**src/rtl/ccm_pkg.sv**
```systemverilog
// Package for the cyclic match counter.
// Names the three load strobes and fixes how many there are.
// Assumes: strobe vectors are indexed by ld_sel_e.
package ccm_pkg;
    typedef enum int unsigned {
        LD_CUR   = 0,
        LD_MATCH = 1,
        LD_WIDTH = 2
    } ld_sel_e;

    localparam int NUM_LD = 3;
endpackage

```
**src/rtl/ccm_edge.sv**
```systemverilog
// Rising-edge detector, one lane per load strobe.
// Assumes: the strobes are synchronous to clk.
module ccm_edge #(
    parameter int N = 3
) (
    input  logic         clk,
    input  logic         rst_n,
    input  logic [N-1:0] strb,
    output logic [N-1:0] rise
);
    logic [N-1:0] prev_q;

    for (genvar g = 0; g < N; g++) begin : g_lane
        // Remember last cycle's strobe level.
        always_ff @(posedge clk) begin
            if (!rst_n) prev_q[g] <= 1'b0;
            else        prev_q[g] <= strb[g];
        end
        assign rise[g] = strb[g] & ~prev_q[g];
    end
endmodule

```
**src/rtl/ccm_preset.sv**
```systemverilog
// Preset store: checks each load request, holds the match value and the
// count width, and answers every request with a one-cycle accept/reject.
// Assumes: rise[] holds single-cycle requests from ccm_edge.
module ccm_preset
    import ccm_pkg::*;
#(
    parameter int W     = 20,
    parameter int MAXV  = 999999,
    parameter int DEF_M = 1000,
    parameter int DEF_W = 2000
) (
    input  logic              clk,
    input  logic              rst_n,
    input  logic              clr,
    input  logic [NUM_LD-1:0] rise,
    input  logic [W-1:0]      data,
    output logic [W-1:0]      match_q,
    output logic [W-1:0]      width_q,
    output logic              cur_load,
    output logic              ack,
    output logic              nak
);
    localparam logic [W-1:0] MAX_V = W'(MAXV);

    logic req, ok, take_m, take_w;

    // Pick one request by priority and check it against the present settings.
    always_comb begin
        req    = |rise;
        ok     = 1'b0;
        take_m = 1'b0;
        take_w = 1'b0;
        if (rise[LD_CUR]) begin
            ok = !clr && (data <= width_q);
        end else if (rise[LD_MATCH]) begin
            ok     = data < width_q;
            take_m = ok;
        end else if (rise[LD_WIDTH]) begin
            ok     = (data != '0) && (data <= MAX_V) && (data > match_q);
            take_w = ok;
        end
    end

    assign cur_load = rise[LD_CUR] & ok;

    // Store accepted thresholds and raise the answer pulse.
    always_ff @(posedge clk) begin
        if (!rst_n) begin
            match_q <= W'(DEF_M);
            width_q <= W'(DEF_W);
            ack     <= 1'b0;
            nak     <= 1'b0;
        end else begin
            ack <= req & ok;
            nak <= req & ~ok;
            if (take_m) match_q <= data;
            if (take_w) width_q <= data;
        end
    end
endmodule

```
**src/rtl/ccm_core.sv**
```systemverilog
// Count datapath: increments on a count event, wraps past the width with a
// carry pulse, and keeps the coincidence flag.
// Assumes: cur_load was already checked by ccm_preset.
module ccm_core #(
    parameter int W = 20
) (
    input  logic         clk,
    input  logic         rst_n,
    input  logic         clr,
    input  logic         step,
    input  logic         out_dis,
    input  logic         cur_load,
    input  logic [W-1:0] data,
    input  logic [W-1:0] match_q,
    input  logic [W-1:0] width_q,
    output logic [W-1:0] cur_q,
    output logic         coin_q,
    output logic         carry_q
);
    logic         wrap;
    logic [W-1:0] nxt;
    logic         hit;

    // Work out the wrap condition and the incremented value.
    always_comb begin
        wrap = cur_q >= width_q;
        nxt  = cur_q + 1'b1;
        hit  = step && !cur_load && !wrap && (nxt == match_q);
    end

    // Value and carry register.
    always_ff @(posedge clk) begin
        if (!rst_n || clr) begin
            cur_q   <= '0;
            carry_q <= 1'b0;
        end else begin
            carry_q <= 1'b0;
            if (cur_load) begin
                cur_q <= data;
            end else if (step) begin
                if (wrap) begin
                    cur_q   <= '0;
                    carry_q <= 1'b1;
                end else begin
                    cur_q <= nxt;
                end
            end
        end
    end

    // Coincidence flag: set on stepping onto the match, cleared by wrap or disable.
    always_ff @(posedge clk) begin
        if (!rst_n || clr) begin
            coin_q <= 1'b0;
        end else if (out_dis) begin
            coin_q <= 1'b0;
        end else if (step && !cur_load && wrap) begin
            coin_q <= 1'b0;
        end else if (hit) begin
            coin_q <= 1'b1;
        end
    end
endmodule

```
**src/rtl/cyc_match_counter.sv**
```systemverilog
// Top of the cyclic match counter: qualifies count events, detects load
// edges and ties the preset store to the count datapath.
// Assumes: all inputs are synchronous to clk.
module cyc_match_counter
    import ccm_pkg::*;
#(
    parameter int CNT_W   = 20,
    parameter int MAX_VAL = 999999,
    parameter int DEF_M   = 1000,
    parameter int DEF_W   = 2000
) (
    input  logic             clk,
    input  logic             rst_n,
    input  logic             cnt_pulse,
    input  logic             cnt_en,
    input  logic             ext_en,
    input  logic             ext_clr,
    input  logic             sw_clr,
    input  logic             out_dis,
    input  logic             ld_cur,
    input  logic             ld_match,
    input  logic             ld_width,
    input  logic [CNT_W-1:0] ld_data,
    output logic [CNT_W-1:0] cur_val,
    output logic             coin,
    output logic             carry,
    output logic             ack,
    output logic             nak
);
    logic [NUM_LD-1:0] strb, rise;
    logic [CNT_W-1:0]  match_q, width_q;
    logic              cur_load, clr, step;

    assign strb[LD_CUR]   = ld_cur;
    assign strb[LD_MATCH] = ld_match;
    assign strb[LD_WIDTH] = ld_width;
    assign clr  = ext_clr | sw_clr;
    assign step = cnt_pulse & cnt_en & ext_en;

    ccm_edge #(.N(NUM_LD)) u_edge (
        .clk   (clk),
        .rst_n (rst_n),
        .strb  (strb),
        .rise  (rise)
    );

    ccm_preset #(.W(CNT_W), .MAXV(MAX_VAL), .DEF_M(DEF_M), .DEF_W(DEF_W)) u_pre (
        .clk      (clk),
        .rst_n    (rst_n),
        .clr      (clr),
        .rise     (rise),
        .data     (ld_data),
        .match_q  (match_q),
        .width_q  (width_q),
        .cur_load (cur_load),
        .ack      (ack),
        .nak      (nak)
    );

    ccm_core #(.W(CNT_W)) u_core (
        .clk      (clk),
        .rst_n    (rst_n),
        .clr      (clr),
        .step     (step),
        .out_dis  (out_dis),
        .cur_load (cur_load),
        .data     (ld_data),
        .match_q  (match_q),
        .width_q  (width_q),
        .cur_q    (cur_val),
        .coin_q   (coin),
        .carry_q  (carry)
    );
endmodule

```
**config.mk**
```make
export PLATFORM = sky130hd
export DESIGN_NAME = cyc_match_counter
export DESIGN_NICKNAME = d
export VERILOG_FILES = /design/src/rtl/ccm_pkg.sv /design/src/rtl/ccm_edge.sv /design/src/rtl/ccm_preset.sv /design/src/rtl/ccm_core.sv /design/src/rtl/cyc_match_counter.sv
export SDC_FILE = /design/constraint.sdc
export NUM_CORES = 1
export LEC_CHECK = 0
export BUFFER_PORTS_ARGS = -buffer_cell sky130_fd_sc_hd__buf_2
export CAP_MARGIN = 20
export CORE_AREA = 5 5 125 127
export DETAILED_ROUTE_END_ITERATION = 10
export DIE_AREA = 0 0 130 132
export HOLD_SLACK_MARGIN = 0.1
export PLACE_DENSITY = 0.64
export SYNTH_ARGS = -nofsm -noshare
export SYNTH_HDL_FRONTEND = slang
export SYNTH_SLANG_ARGS = --single-unit
```
**constraint.sdc**
```tcl
create_clock -name clk -period 4 [get_ports clk]
set_input_delay 0.4 -clock clk [delete_from_list [all_inputs] [get_ports clk]]
set_output_delay 0.4 -clock clk [all_outputs]
set_load 0.01 [all_outputs]
```
Yosys cells after proc, flatten, opt, wreduce, memory -nomap -nowiden:

Index checks and enable logic that the tools add are counted.

* register bits after elaboration: 67
* output and inout bits: 24
* bits of input ports: 31
* word-level logic and storage cells: 59

* bitwise gates (word level): 14
* eq/ne operators: 1
* magnitude comparators: 5
* muxes and demuxes: 11
* reduce and logical (&&, ||, !) cells: 17
* add/sub/neg operators: 1

Operators by type and width (count)
* $mux 20: 3
* $add 20x1->20 const B: 1
* $eq 20x20->1: 1
* $ge 20x20->1: 1
* $gt 20x20->1: 1
* $le 20x20->1: 1
* $le 20x20->1 const B: 1
* $lt 20x20->1: 1
* $reduce_bool 20->1: 1
* $reduce_or 3->1: 3
* $and 1x1->1: 8
* $mux 1: 8
* $logic_and 1x1->1: 7
* $not 1->1: 5
* $logic_not 1->1: 4
* $reduce_bool 2->1: 1
* $logic_or 1x1->1: 1
* $or 1x1->1: 1

Logic depth before layout (Yosys ltp):

Gate-level depths: netlist of run 1.

* depth after elaboration: 11
* depth in mapped cells: 12
* depth with buffers taken out: 10

By module:

From an unflattened synthesis of run 1, not the netlist that was laid out.

* cells, all modules: 659
* area total of the unflattened synthesis: 5228.8 µm²

By module, submodules not included
* ccm_preset: area an instance 2824.0 µm², seq. area each 840.8 µm², cells an instance 330, instances 1
* ccm_core: area an instance 2272.2 µm², seq. area each 440.4 µm², cells an instance 318, instances 1
* ccm_edge: area an instance 120.1 µm², seq. area each 60.1 µm², cells an instance 9, instances 1
* cyc_match_counter: area an instance 12.5 µm², seq. area each 0.0 µm², cells an instance 2, instances 1

Worst setup path after synthesis of run 1:

OpenSTA, ideal clock, no wires.

* kind: register to register
* from: register u_core.cur_q[0]
* to: register u_core.coin_q
* arrival: 2.885 ns
* library setup time: 0.069 ns
* data required time: 3.931 ns
* path buffers: 0
* slack: 1.046 ns
* cell stages (with the launch flop): 11
* clock period less this slack: 2.954 ns
* path through: dfxtp_1 > inv_1 > ha_1 > nand2b_1 > a2111oi_0 > o311ai_0 > a31oi_1 > o21ai_1 > or4_1 > or4_1 > o21ai_1

* longest elaborated chain between the ends: 4
* elaborated cells on any way between the ends: 8
* classes of those cells: add/sub: 1; order compare: 1; eq/ne: 1; reduce/logical: 5

Ends and longest elaborated chain
* start: declaration: line ccm_core.sv:16 `output logic [W-1:0] cur_q,`
* start signal: assignment: line ccm_core.sv:39 `cur_q <= data;`
* start signal: assignment: line ccm_core.sv:45 `cur_q <= nxt;`
* branches (longest 4 deep; another with $add 20x1->20)
* end signal: assignment: line ccm_core.sv:54 `coin_q <= 1'b0;`
* end signal: assignment: line ccm_core.sv:56 `coin_q <= 1'b0;`
* end signal: assignment: line ccm_core.sv:58 `coin_q <= 1'b0;`
* end: declaration: line ccm_core.sv:17 `output logic coin_q,`

Several ways; the timed one is not identified.
A chain may end at the register's enable or synchronous reset.

Final worst setup path of run 1:

Ends and elaborated chain as after synthesis.

==> impl_metrics.yaml, run 1 <==
grt:
  grt_pass1_vias: 4237
  grt_pass1_wl_um: 23200
  grt_max_degree: 46
  overflow: 0
  grt.total_usage_pct: 17.5
  antenna_found_initial: 0
timing:
  rsz0062_at_grt: "false"
  fmax_mhz: 302
  period_share_pct: 82.7
  tightest_slew_ns: 0.725
  layout_min_cycle_time_ns: 3.31
  hold_violations: 0
  finalSetupTns_ns: 0
  slew_viol_final: 0
  finalSetupViolCount: 0
  finalClockSkew_ns: 0.00749
  max_slew_margin_pct: 51.5
routing:
  viasPerCell: 5.42
  dr.pass1.iters: 6
  ant_nets: 0
  drc: 0
  routed_wl_um: 14600
  wl_per_cell_um: 17.5
  drtIter0Drc: 337
  vias: 4525
clock_tree:
  clock_latency_ns: 0.34
  cts_buffers: 9
  clockRootBuffer: "clkbuf_16"
  cts_tree: "built"
  cts_sinks: 67
  cts_buffer_depth: 2
  cts-resized-gates: 0
  h-tree-depth: 3
  post_cts_buffers: 0
  postCtsHoldBufs: 0
  path_clk_slew_ns: 0.06
worst_setup_path:
  required_ns: 4.28
  cp_data_arrival_time_ns: 3.59
  rrSetupSlack_ns: 0.69
  end_kind: "register"
  path_cells: "inv_1 > ha_1 > nand2b_1 > a2111oi_0 > o311ai_0 > a31oi_1 > o21ai_1 > buf_4 > or4_1 > or4_1 > o21ai_1"
  critPathKind: "reg2reg"
  cp_max_fo: 18
  slowest_stage: "or4_1"
  start_kind: "register"
  worst_path_largest_cell_delay_ns: 0.53
cells_and_area:
  fin_util_pct: 39.4
  multi_input_comb_area_mm2: 0.00328
  antenna_cells: 0
  drive_gt1_share_pct: 13.1
  final_area_mm2: 0.00564
  seq_area_mm2: 0.00134
  fillers: 1513
  finalNetCount: 742
  area_growth_pct: 14.6
yosys:
  yosys_warnings: 0
  avgSynthCellArea_um2: 8.14
  synth.net_count: 696
  synth_area_leader_cell: "dfxtp_1"
  syn_inst: 604
  seq_area_frac_synth_pct: 27.3
  synthTopCellsByArea: "dfxtp_1, ha_1, mux2i_1, nor2b_1, nand2_1"
  ys_ff_latch: 67
  synth_edf_count: 0
  async_flop_share_pct: 0
  synthFlopType: "dfxtp_1"
  synth_cell_types: 55
  post-synth-top-area-fraction_pct: 27.3
  syn_area_mm2: 0.00492
placed_design:
  portBuffers: 54
  dp_hpwl_um: 11200
  place_area_mm2: 0.00538
  gp_routability_congestion: 0.923
floorplan:
  initial_core_util_pct: 34.4
  fp.dieArea_mm2: 0.0172
  die_h_um: 132
  std_cell_rows: 44
  core_area_mm2: 0.0143
  die_w_um: 130
  ios: 55
pwr:
  total_power_mw: 1.67
  intPower_mw: 1.22
  p_sw_mw: 0.444
  clockPowerShare_pct: 43.4
  peakVddDrop_mv: 0.196
  pwr-share-comb_pct: 14.4
  p_leak_nw: 2.42
  power.share.sequential_pct: 42.2
  netSwitchingFraction_pct: 26.6
  p_per_area_mw_per_mm2: 296
worst_hold_path:
  min_path_type: "in2reg"
status:
  outcome: "completed"
job:
  maxCapViolCount: 0
==> cell usage after synthesis, types with 11 or more instances <==
| master | number |
|---|---|
| nand4_1 | 29 |
| dfxtp_1 | 67 |
| inv_1 | 48 |
| a21o_1 | 11 |
| ha_1 | 61 |
| mux2i_1 | 36 |
| nand2_1 | 51 |
| nor3_1 | 15 |
| clkbuf_1 | 21 |
| nor2_1 | 23 |
| xnor2_1 | 20 |
| nand3_1 | 19 |
| nor2b_1 | 31 |
| a21oi_1 | 32 |
| o21ai_0 | 38 |
==> worst paths after layout <==
| check | from | endpoint | cells after the start |
|---|---|---|---|
| setup / recovery | u_core.cur_q[0]$_SDFFE_PP0P_ | u_core.coin_q$_SDFFE_PP0P_ | 11 |
| hold / removal | ld_width | u_edge.prev_q[2]$_SDFF_PN0_ | 2 |
| setup reg to reg | u_core.cur_q[0]$_SDFFE_PP0P_ | u_core.coin_q$_SDFFE_PP0P_ | 11 |
| hold reg to reg | u_core.coin_q$_SDFFE_PP0P_ | u_core.coin_q$_SDFFE_PP0P_ | 2 |
==> layout make-up <==
| class | count | area share (%) |
|---|---|---|
| Inverter | 48 | 3.20 |
| Sequential cell | 67 | 23.8 |
| Multi-Input combinational cell | 459 | 58.1 |
| Timing Repair Buffer | 65 | 6.26 |
| Tap cell | 184 | 4.08 |
| Clock buffer | 12 | 4.55 |
==> power by group through the flow <==
stage	Clock, mW	Sequential, mW	Combinational [mW]
2_1_floorplan	0	0.713	0.152
3_3_place_gp	0	0.717	0.239
3_5_place_dp	0	0.717	0.241
4_1_cts	0.743	0.703	0.242
5_1_grt	0.771	0.705	0.270
6_report	0.724	0.703	0.241
==> state kept, by name (all words and copies together), names as in the netlist <==
register and count:
u_pre.match_q 20, u_pre.ack 1, u_core.cur_q 20, u_pre.nak 1, u_pre.width_q 20, u_core.carry_q 1
u_edge.prev_q 3, u_core.coin_q 1
==> worst max-delay path: cells and delay by family, from the launching register on <==
kind	cells	cell delay, ns
and+or+nand+nor	3	1.18
buffers and inverters	2	0.30
AOI/OAI and AO/OA	5	1.00
DFF	1	0.48
adders and majority gates	1	0.29
==> kinds of logic after synthesis <==
family / Yosys count / synth area share (%)
XOR/XNOR: 28 / 5.14
flip-flops: 67 / 27.3
multiplexers: 36 / 7.33
adder cells (fa/ha/maj): 61 / 15.5
buffers and inverters: 78 / 6.31
AND/OR/NAND/NOR: 205 / 22.2
AO/OA/AOI/OAI: 129 / 16.2
==> layout by cell type (no fill, tap or decap), types with 5 or more instances in the layout <==
master     instances
a21o_1            11
a21oi_1           32
a31oi_1            9
and3_1             5
buf_2             54
buf_4             11
clkbuf_16          9
dfxtp_1           67
ha_1              61
inv_1             48
mux2i_1           36
nand2_1           51
nand3_1           19
nand4_1           29
nor2_1            23
nor2b_1           31
nor3_1            14
nor4_1             7
o211ai_1          10
o21ai_0           38
xnor2_1           20
xor2_1             7
==> layer usage <==
metal / up-vias / GRT usage (%) / share of wire (%)
met5: - / 0 / 0
met4: 0 / 6.12 / 2.6
met3: 25 / 5.47 / 8.2
met2: 166 / 25.4 / 43
met1: 2070 / 24.3 / 46
li1: 2264 / - / -
==> per-stage QoR <==
step	cells	hold WS (ns)	setup slack [ns]
final	835	0.273	0.691
after global routing	835	0.265	0.507
after CTS	835	0.261	0.721
after detailed placement	823	0.460	0.731
after global placement	823	0.457	0.844
after floorplan	604	0.445	1.05
Power figures use the tool's default switching activity.
==> run 2: changes to the inputs <==
--- a/config.mk
+++ b/config.mk
@@ -11,7 +11,7 @@
 export DETAILED_ROUTE_END_ITERATION = 10
 export DIE_AREA = 0 0 130 132
 export HOLD_SLACK_MARGIN = 0.1
-export PLACE_DENSITY = 0.64
+export PLACE_DENSITY = 0.66
 export SYNTH_ARGS = -nofsm -noshare
 export SYNTH_HDL_FRONTEND = slang
 export SYNTH_SLANG_ARGS = --single-unit
==> constraint.sdc (replaced) <==
create_clock -name clk -period 2.9 [get_ports clk]
set_input_delay 0.29 -clock clk [delete_from_list [all_inputs] [get_ports clk]]
set_output_delay 0.29 -clock clk [all_outputs]
set_load 0.01 [all_outputs]
==> run 2 against run 1 <==
- register-to-register slack got worse by 0.64 ns
- via count up 4.3%
- flip-flop and latch count unchanged
- cell area increased by 7.7%
- total power up 43%
==> impl_metrics.yaml, run 2 (synthesis results as in run 1) <==
status:
  outcome: "completed"
placed_design:
  dp_hpwl_um: 11900
  place_ws_ns: -0.198
  portBuffers: 54
  dp_cells: 865
  place_area_mm2: 0.00572
  gp_routability_congestion: 0.936
grt:
  grt_max_degree: 46
  busiest_layer: "met2"
  grt.met3_usage_pct: 4.86
  grt_pass1_vias: 4737
  use_met1_pct: 24.3
  overflow: 0
  grt.total_usage_pct: 18.5
  grt_pass1_wl_um: 24800
  grt_use_met2_pct: 28.7
  antenna_found_initial: 0
routing:
  drc: 0
  drtIter0Drc: 324
  routed_wl_um: 15400
  viasPerCell: 5.36
  dr.pass1.iters: 5
  wl_per_cell_um: 17.5
  ant_nets: 0
  vias: 4718
clock_tree:
  cts_sinks: 67
  h-tree-depth: 3
  postCtsHoldBufs: 0
  cts_buffers: 9
  cts_buffer_depth: 2
  cts_tree: "built"
  clockRootBuffer: "clkbuf_16"
  path_clk_slew_ns: 0.06
  clock_latency_ns: 0.35
cells_and_area:
  stdcell_count: 881
  final_cell_mix: "dfxtp_1, ha_1, buf_2"
  fin_util_pct: 42.4
  layout_commonest_cell: "dfxtp_1"
  seq_area_mm2: 0.00134
  final_area_mm2: 0.00607
  antenna_cells: 0
  finalNetCount: 785
  area_growth_pct: 23.4
  fillers: 1461
  top_regs: "u_core.cur_q: 20 flops, u_pre.match_q: 20 flops, u_pre.width_q: 20 flops"
  multi_input_comb_area_mm2: 0.00334
  drive_gt1_share_pct: 20.1
timing:
  period_share_pct: 98.1
  fmax_mhz: 351
  finalSetupTns_ns: 0
  worst_slack_ns: 0.0546
  hold_violations: 0
  finalSetupViolCount: 0
  tightest_slew_ns: 0.616
  max_slew_margin_pct: 58.8
  rsz0062_at_grt: "true"
  whs_ns: 0.162
  slew_viol_final: 0
  layout_min_cycle_time_ns: 2.85
  finalClockSkew_ns: 0.0111
worst_setup_path:
  critPathKind: "reg2reg"
  cp_max_fo: 2
  start_kind: "register"
  end_kind: "register"
  r2r_end: "u_core.coin_q$_SDFFE_PP0P_"
  required_ns: 3.18
  cp_data_arrival_time_ns: 3.13
  timing.rr.start: "u_core.cur_q[0]$_SDFFE_PP0P_"
  rrSetupSlack_ns: 0.05
  reg2reg_depth: 10
worst_hold_path:
  min_path_type: "in2reg"
  hold_path_depth: 2
  min_to: "u_edge.prev_q[2]$_SDFF_PN0_"
  hold_start: "ld_width"
pwr:
  total_power_mw: 2.38
  peakVddDrop_mv: 0.251
  p_leak_nw: 2.69
  p_per_area_mw_per_mm2: 392
floorplan:
  fp.dieArea_mm2: 0.0172
  core_area_mm2: 0.0143
  initial_core_util_pct: 34.4
  die_w_um: 130
  die_h_um: 132
  ios: 55
  std_cell_rows: 44
job:
  maxCapViolCount: 0
## run 2: cell types whose count changed in the layout (fill, tap and decap cells not counted), moves of 2 or more
cell,delta
buf_4,+41
a2111oi_0,-2
buf_12,+2
clkinv_2,+2
## run 2: layout make-up
class	instances	area share, %
Clock buffer	13	4.45
Tap cell	184	3.79
Sequential cell	67	22.1
Multi-Input combinational cell	459	55.0
Clock inverter	2	0.165
Inverter	48	2.97
Timing Repair Buffer	108	11.5
## run 2: metal layers
metal | wire, µm | vias up
li1 | - | 2348
met4 | 410 | 0
met3 | 932 | 26
met5 | 0 | -
met2 | 6930 | 145
met1 | 7110 | 2199
## run 2: repair_timing
item,4_1_cts,5_1_grt
hold endpoints to repair,0,0
gates resized for setup,4,9
endpoints found under the setup margin,1,3
buffers inserted,0,1
pin swaps,2,4
## run 2: critical path, stage by stage, from the launching register on
cell,delay (ns)
dfxtp_2,0.33
inv_1,0.04
ha_1,0.27
nand2b_1,0.18
a2111oi_4,0.39
o311ai_2,0.12
a31oi_1,0.24
o21ai_1,0.10
or4_1,0.44
or4_4,0.55
o21ai_1,0.12
## run 2: how the worst max path moves through the flow
stage,start,to,slack [ns],depth (start not counted)
6_report,u_core.cur_q[0]$_SDFFE_PP0P_,u_core.coin_q$_SDFFE_PP0P_,0.05,10
2_1_floorplan,u_core.cur_q[0]$_SDFFE_PP0P_,u_core.coin_q$_SDFFE_PP0P_,0.04,10
3_5_place_dp,u_core.cur_q[0]$_SDFFE_PP0P_,u_core.coin_q$_SDFFE_PP0P_,-0.20,10
5_1_grt,u_core.cur_q[1]$_SDFFE_PP0P_,u_core.coin_q$_SDFFE_PP0P_,-0.07,10
4_1_cts,u_core.cur_q[0]$_SDFFE_PP0P_,u_core.coin_q$_SDFFE_PP0P_,0.007,10
3_3_place_gp,u_core.cur_q[0]$_SDFFE_PP0P_,u_core.coin_q$_SDFFE_PP0P_,-0.12,10
## run 2: power breakdown
group          leakage (nW)  total [mW]  internal, mW  switching, mW
combinational          2.00       0.361         0.151          0.211
sequential            0.544       0.967         0.949         0.0184
clock                 0.141        1.05         0.641          0.411
